===== src/rtl/dcc_pkg.sv =====
package dcc_pkg;
  localparam int unsigned DBG_CTRL_ADDR = 4;
  localparam int unsigned DBG_DATA_ADDR = 5;
  localparam int unsigned NUM_DIR       = 2;
  localparam int unsigned DIR_H2T       = 0;
  localparam int unsigned DIR_T2H       = 1;

  typedef enum logic {
    CORE_SEL_DATA = 1'b0,
    CORE_SEL_CTRL = 1'b1
  } core_sel_e;
endpackage


===== src/rtl/dcc_slot.sv =====
module dcc_slot #(
  parameter int unsigned DATA_W = 32
) (
  input  logic              clk_i,
  input  logic              rst_ni,
  input  logic              load_i,
  input  logic [DATA_W-1:0] data_i,
  input  logic              take_i,
  output logic [DATA_W-1:0] word_o,
  output logic              full_o
);
  always_ff @(posedge clk_i or negedge rst_ni) begin
    if (!rst_ni) begin
      word_o <= '0;
      full_o <= 1'b0;
    end else begin
      if (load_i) word_o <= data_i;
      // load beats a same-cycle consume
      if (load_i)      full_o <= 1'b1;
      else if (take_i) full_o <= 1'b0;
    end
  end
endmodule


===== src/rtl/dcc_dbg_port.sv =====
module dcc_dbg_port #(
  parameter int unsigned DATA_W    = 32,
  parameter int unsigned ADDR_W    = 5,
  parameter int unsigned CTRL_ADDR = 4,
  parameter int unsigned DATA_ADDR = 5
) (
  input  logic              clk_i,
  input  logic              rst_ni,
  input  logic              req_i,
  input  logic              we_i,
  input  logic [ADDR_W-1:0] addr_i,
  input  logic [DATA_W-1:0] ctrl_i,
  input  logic [DATA_W-1:0] word_i,
  output logic              load_o,
  output logic              take_o,
  output logic [DATA_W-1:0] rdata_o
);
  logic hit_data, hit_ctrl, rd;
  logic [DATA_W-1:0] rd_mux;

  assign hit_data = (addr_i == ADDR_W'(DATA_ADDR));
  assign hit_ctrl = (addr_i == ADDR_W'(CTRL_ADDR));
  assign rd       = req_i && !we_i;
  assign load_o   = req_i && we_i && hit_data;
  assign take_o   = rd && hit_data;

  always_comb begin
    rd_mux = '0;
    if (hit_data)      rd_mux = word_i;
    else if (hit_ctrl) rd_mux = ctrl_i;
  end

  always_ff @(posedge clk_i or negedge rst_ni) begin
    if (!rst_ni)  rdata_o <= '0;
    else if (rd)  rdata_o <= rd_mux;
  end
endmodule


===== src/rtl/dcc_core_port.sv =====
module dcc_core_port
  import dcc_pkg::*;
#(
  parameter int unsigned DATA_W = 32
) (
  input  logic              clk_i,
  input  logic              rst_ni,
  input  logic              req_i,
  input  logic              we_i,
  input  logic              addr_i,
  input  logic [DATA_W-1:0] ctrl_i,
  input  logic [DATA_W-1:0] word_i,
  output logic              load_o,
  output logic              take_o,
  output logic [DATA_W-1:0] rdata_o
);
  core_sel_e sel;
  logic rd;

  assign sel    = core_sel_e'(addr_i);
  assign rd     = req_i && !we_i;
  assign load_o = req_i && we_i && (sel == CORE_SEL_DATA);
  assign take_o = rd && (sel == CORE_SEL_DATA);

  always_ff @(posedge clk_i or negedge rst_ni) begin
    if (!rst_ni) rdata_o <= '0;
    else if (rd) rdata_o <= (sel == CORE_SEL_DATA) ? word_i : ctrl_i;
  end
endmodule


===== src/rtl/dcc_mailbox.sv =====
module dcc_mailbox
  import dcc_pkg::*;
#(
  parameter int unsigned DATA_W  = 32,
  parameter int unsigned ADDR_W  = 5,
  parameter int unsigned VER_W   = 4,
  parameter int unsigned VERSION = 6
) (
  input  logic              clk_i,
  input  logic              rst_ni,
  input  logic              dbg_req_i,
  input  logic              dbg_we_i,
  input  logic [ADDR_W-1:0] dbg_addr_i,
  input  logic [DATA_W-1:0] dbg_wdata_i,
  output logic [DATA_W-1:0] dbg_rdata_o,
  input  logic              core_req_i,
  input  logic              core_we_i,
  input  logic              core_addr_i,
  input  logic [DATA_W-1:0] core_wdata_i,
  output logic [DATA_W-1:0] core_rdata_o
);
  localparam int unsigned RSV_W = DATA_W - VER_W - 2;

  logic [NUM_DIR-1:0]             slot_load, slot_take, slot_full;
  logic [NUM_DIR-1:0][DATA_W-1:0] slot_din, slot_word;
  logic [DATA_W-1:0]              ctrl_word;
  logic                           h2t_full, t2h_full;
  logic dbg_load, dbg_take, core_load, core_take;

  assign h2t_full  = slot_full[DIR_H2T];
  assign t2h_full  = slot_full[DIR_T2H];
  assign ctrl_word = {VER_W'(VERSION), {RSV_W{1'b0}}, t2h_full, h2t_full};

  assign slot_load[DIR_H2T] = dbg_load;
  assign slot_take[DIR_H2T] = core_take;
  assign slot_din[DIR_H2T]  = dbg_wdata_i;
  assign slot_load[DIR_T2H] = core_load;
  assign slot_take[DIR_T2H] = dbg_take;
  assign slot_din[DIR_T2H]  = core_wdata_i;

  for (genvar d = 0; d < NUM_DIR; d++) begin : g_slot
    dcc_slot #(.DATA_W(DATA_W)) i_slot (
      .clk_i  (clk_i),
      .rst_ni (rst_ni),
      .load_i (slot_load[d]),
      .data_i (slot_din[d]),
      .take_i (slot_take[d]),
      .word_o (slot_word[d]),
      .full_o (slot_full[d])
    );
  end

  dcc_dbg_port #(
    .DATA_W(DATA_W), .ADDR_W(ADDR_W),
    .CTRL_ADDR(DBG_CTRL_ADDR), .DATA_ADDR(DBG_DATA_ADDR)
  ) i_dbg_port (
    .clk_i   (clk_i),
    .rst_ni  (rst_ni),
    .req_i   (dbg_req_i),
    .we_i    (dbg_we_i),
    .addr_i  (dbg_addr_i),
    .ctrl_i  (ctrl_word),
    .word_i  (slot_word[DIR_T2H]),
    .load_o  (dbg_load),
    .take_o  (dbg_take),
    .rdata_o (dbg_rdata_o)
  );

  dcc_core_port #(.DATA_W(DATA_W)) i_core_port (
    .clk_i   (clk_i),
    .rst_ni  (rst_ni),
    .req_i   (core_req_i),
    .we_i    (core_we_i),
    .addr_i  (core_addr_i),
    .ctrl_i  (ctrl_word),
    .word_i  (slot_word[DIR_H2T]),
    .load_o  (core_load),
    .take_o  (core_take),
    .rdata_o (core_rdata_o)
  );
endmodule


===== config.mk =====
export PLATFORM = sky130hd
export DESIGN_NAME = dcc_mailbox
export DESIGN_NICKNAME = d
export VERILOG_FILES = /design/src/rtl/dcc_pkg.sv /design/src/rtl/dcc_slot.sv /design/src/rtl/dcc_dbg_port.sv /design/src/rtl/dcc_core_port.sv /design/src/rtl/dcc_mailbox.sv
export SDC_FILE = /design/constraint.sdc
export NUM_CORES = 1
export LEC_CHECK = 0
export ABC_AREA = 1
export CORE_AREA = 4 4 135 137
export CTS_BUF_LIST = sky130_fd_sc_hd__clkbuf_16
export DETAILED_ROUTE_END_ITERATION = 12
export DIE_AREA = 0 0 139 141
export GPL_TIMING_DRIVEN = 0
export PLACE_DENSITY_LB_ADDON = 0.1
export SKIP_CTS_REPAIR_TIMING = 1
export SLEW_MARGIN = 10
export SYNTH_ARGS = -nofsm -noshare
export SYNTH_HDL_FRONTEND = slang
export SYNTH_SLANG_ARGS = --single-unit

===== constraint.sdc =====
create_clock -name clk_i -period 1.55 [get_ports clk_i]
set_input_delay 0.465 -clock clk_i [delete_from_list [all_inputs] [get_ports clk_i]]
set_output_delay 0.465 -clock clk_i [all_outputs]
set_load 0.01 [all_outputs]

* Word level (Yosys, flattened, before mapping)
Index checks and enable logic that the tools add are counted.
** Operators by class
- Reduce and logical (&&, ||, !) cells :: 12
- Multipliers :: 0
- Shifts and indexed selects :: 0
- Add/sub/neg operators :: 0
- Equality and inequality tests :: 2
- Multiplexer cells :: 7
- Order comparisons :: 0
- Bitwise logic cells :: 1
- Divide/modulo/power cells :: 0
** Operator list (count)
- 32-bit 2-to-1 mux :: 2
- 31-bit 2-to-1 mux :: 1
- 5-bit by 3-bit == test with 1-bit output (second input constant) :: 2
- 1-bit logical AND :: 8
- 1-bit 2-to-1 mux :: 4
- 2-bit nonzero test :: 2
- 1-bit zero test :: 2
- 1-bit NOT :: 1
** Word-level totals
- RAM bits :: 0
- Output and inout bits :: 64
- Word-level logic and storage cells :: 28
- Bits in read-only memories :: 0
- Bits in latches :: 0
- Flip-flop bits (word level) :: 130
- Input bits :: 76
- Memories :: 0

* Logic depth before layout (Yosys ltp)
- Depth in word-level cells :: 5
- Depth in mapped cells :: 7

* By module
Synthesis repeated with hierarchy kept, for this count alone.
** Second synthesis, totals
- Cell total of the unflattened synthesis :: 782
- Area total of the unflattened synthesis :: 6185.9 µm²
** By module, submodules not included
- dcc_slot :: area an instance 1326.3 µm², cells an instance 140, instances 2
- dcc_dbg_port :: area an instance 1795.5 µm², cells an instance 256, instances 1
- dcc_core_port :: area an instance 1730.4 µm², cells an instance 244, instances 1
- dcc_mailbox :: area an instance 7.5 µm², cells an instance 2, instances 1

* Worst setup path after synthesis
No wires, ideal clock.
- Path type :: input to register
- Start :: input port dbg_addr_i[0]
- End :: register g_slot[0].i_slot.word_o[10]
- Slack :: 293 ps
- Library setup time :: 117 ps
- Cell stages on the path :: 7
- Data arrival time :: 1140 ps
- Path through :: inv_1 -> nor2_1 -> buf_4 -> nand3_2 -> buf_2 -> nand2_1 -> nand2_1
** On the way
- Longest elaborated chain between the ends :: 2
** Ends and longest elaborated chain
- start, declared :: RTL line dcc_mailbox.sv:13 : input logic [ADDR_W-1:0] dbg_addr_i,
- 5-bit by 3-bit == test with 1-bit output :: RTL line dcc_dbg_port.sv:21 : assign hit_data = (addr_i == ADDR_W'(DATA_ADDR));
- 1-bit logical AND :: RTL line dcc_dbg_port.sv:24 : assign load_o = req_i && we_i && hit_data;
- end signal, assigned :: RTL line dcc_slot.sv:17 : if (load_i) word_o <= data_i;
- end, declared :: RTL line dcc_slot.sv:9 : output logic [DATA_W-1:0] word_o,
No other way between the ends.
A chain may end at the register's enable or synchronous reset.

* Worst setup path after layout
- Start :: input port core_req_i
- End :: register i_core_port.rdata_o[15]
** On the way
- Longest elaborated chain between the ends :: 1
** Ends and longest elaborated chain
- start, declared :: RTL line dcc_mailbox.sv:16 : input logic core_req_i,
- 1-bit logical AND :: RTL line dcc_core_port.sv:21 : assign rd = req_i && !we_i;
- end signal, assigned :: RTL line dcc_core_port.sv:27 : else if (rd) rdata_o <= (sel == CORE_SEL_DATA) ? word_i : ctrl_i;
- end, declared :: RTL line dcc_core_port.sv:15 : output logic [DATA_W-1:0] rdata_o
No other way between the ends.

==> metrics.cfg <==
[synth]
ys_async_sr_fraction_pct=100
yosysSeqAreaShare_pct=64.5
synth.distinct_cells=20
synth.most_common_cell=dfrtp_1
synth.area.top_cells=dfrtp_1, nand2_1, a22o_1, nand4_1, inv_1
yosysTopAreaCell=dfrtp_1
netlist_area_um2=5040
ys_top_cells_by_count=dfrtp_1, nand2_1, inv_1, nand4_1, nor2_1
synth_top_area_share_pct=64.5
synth_edf_count=0
ys.flop_type=dfrtp_1
postSynthAreaPerCell_um2=10.3
synth_fp_nets=566
yosysWarningCount=0
ys_ff_latch=130
netlist_instances=490

[floorplan]
rows=48
fp.dieW_um=139
die_y_um=141
die-area_um2=19600
start_util_pct=29.6
core_area_um2=17100
ioPinCount=140

[sta]
slew_violations=0
fin_skew_ps=5.47
tightest_slew_ps=458
tns_ps=0
hold_viol=13
max-slew-margin-rel_pct=69.5
fin_crit_sh_pct=94.8
min_period_ps=1470
rsz0062_at_grt=yes
hold_slack_ps=-13.1
fmax_mhz=681
setup_viol=0

[critical_path]
critPathSlowestCell=clkdlybuf4s50_1
critPathCaptureType=flip-flop
reg2reg_to=i_core_port.rdata_o[1]
worst_path_largest_cell_delay_ps=520
ff2ff_setup_slack_ps=820
cp_cell_sequence=clkdlybuf4s50_1 -> nand2_1 -> nor2_4 -> buf_4 -> a22o_1
critPathKind=in -> reg
cp.required_ps=1900
worst_r2r_path_depth=2
start_kind=input pin
timing.rr.start=g_slot[1].i_slot.full_o
critPathMaxFanout=10
cp.arrival_ps=1810

[cells_and_area]
drive_above_1_share_pct=12.2
area_growth_pct=49.6
diodes=0
fillers=1692
fin_nets=729
fin_area_um2=7550
final_util_pct=44.3

[pwr]
power_switching_share_pct=23.9
clockPowerShare_pct=43.1
p_sw_mw=2.07
power.leakage_nw=4.67
vdd_drop_max_mv=0.742
finalPower_mw=8.64
seqPwrFrac_pct=45.0
pwr-share-comb_pct=11.9
p_int_mw=6.57
power.density_nw_per_um2=1140

[min_path]
min_path_type=in -> async

[grt]
grt_overflow=0
track_usage_pct=14.1
grt_pass1_vias=4086
grt_max_degree=83
grt_pass1_wl_mm=21.7
antenna_found_initial=0

[placement]
placed_area_um2=6750
gp_congestion=0.767
portBuffers=139
hpwlAfterDp_mm=9.72

[routing]
vias=4047
first_pass_iters=4
drc_errors=0
vias_per_cell=4.54
wl_per_cell_um=15.6
final_antenna_net_count=0
finalWirelength_mm=13.9
drt_iter0_markers=193

[cts]
cts_tree=built
htreeDepth=4
ctsLongestPathBuffers=2
cts_buffers=17
root_buffer=clkbuf_16
clk_pin_slew_ps=60
clock_latency_ps=410
clock_sinks=130

[run]
drv_cap=0

[outcome]
violations=hold timing
status=finished with violations

==> worst max-delay path, delay by kind of cell <==
kind                   cells  cell delay (ps)
AND/OR/NAND/NOR            2              420
buffers and inverters      2              770
AO/OA/AOI/OAI              1              160
==> layout by cell type (no fill, tap or decap), types with 2 or more instances in the layout <==
cell and n:
nor2_1 31, clkdlybuf4s50_1 73, nor2_4 3, inv_1 42
clkinvlp_4 4, nand2_1 113, nand3_1 8, buf_4 13
bufinv_16 2, clkinv_2 3, clkbuf_2 7, clkinv_1 3
dfrtp_1 130, clkbuf_16 17, inv_2 2, dlymetal6s2s_1 65
o22a_1 2, nand4_1 36, a22o_1 28, a21oi_1 28
o21ai_0 26, buf_6 5, buf_2 11, o21ai_2 10
==> per-stage QoR <==
step / cells / setup WS [ps]
after floorplan: 490 / 293
after global placement: 854 / -5140
after detailed placement: 855 / -530
after CTS: 887 / -289
after global routing: 891 / -29.1
final: 891 / 80.8
==> sequential cells by signal, summed over array words and instances, names as in the netlist <==
name and flops:
i_dbg_port.rdata_o 32, i_core_port.rdata_o 32, g_slot.i_slot.full_o 2, g_slot.i_slot.word_o 64
==> kinds of logic (layout without fill, tap and decap cells) <==
kind of cell,after synthesis,after routing,share of synthesized area [%]
compound gates,94,94,12.3
buf+inv,73,249,6.40
flops,130,130,64.5
simple gates,193,193,16.8
==> worst max path at each step <==
stage	start	endpoint	cells after the start	slack [ps]
after floorplan	dbg_addr_i[0]	g_slot[0].i_slot.word_o[10]	7	290
after global placement	rst_ni	g_slot[1].i_slot.word_o[23]	1	-5140
after detailed placement	core_we_i	i_core_port.rdata_o[16]	5	-530
after CTS	i_dbg_port.rdata_o[31]	dbg_rdata_o[31]	1	-290
after global routing	dbg_addr_i[2]	g_slot[0].i_slot.word_o[8]	7	-30
final	core_req_i	i_core_port.rdata_o[15]	5	80
==> routing by layer <==
| layer | GRT usage [%] | share of wire [%] |
|---|---|---|
| met1 | 17.9 | 45 |
| met2 | 22.3 | 48 |
| met3 | 5.94 | 6.9 |
| met4 | 4.07 | 0.75 |
| met5 | 0 | 0 |
==> area by class of cell <==
type / count / area [µm²] / area share, %
sequential: 130 / 3250 / 43.1
timing repair buffer: 144 / 1610 / 21.4
multi-input combinational: 287 / 1480 / 19.7
clock buffer: 17 / 425 / 5.64
tap: 225 / 282 / 3.73
buffer: 32 / 210 / 2.78
inverter: 41 / 154 / 2.04
clock inverter: 15 / 128 / 1.69
==> power by group through the flow <==
stage	Clock, mW	Combinational, mW	Sequential [mW]
floorplan	0	0.414	3.96
global placement	0	1.02	3.95
detailed placement	0	1.05	3.95
CTS	3.83	1.06	3.90
global route	3.99	1.15	3.92
finish	3.72	1.02	3.89
Power figures use the tool's default switching activity.
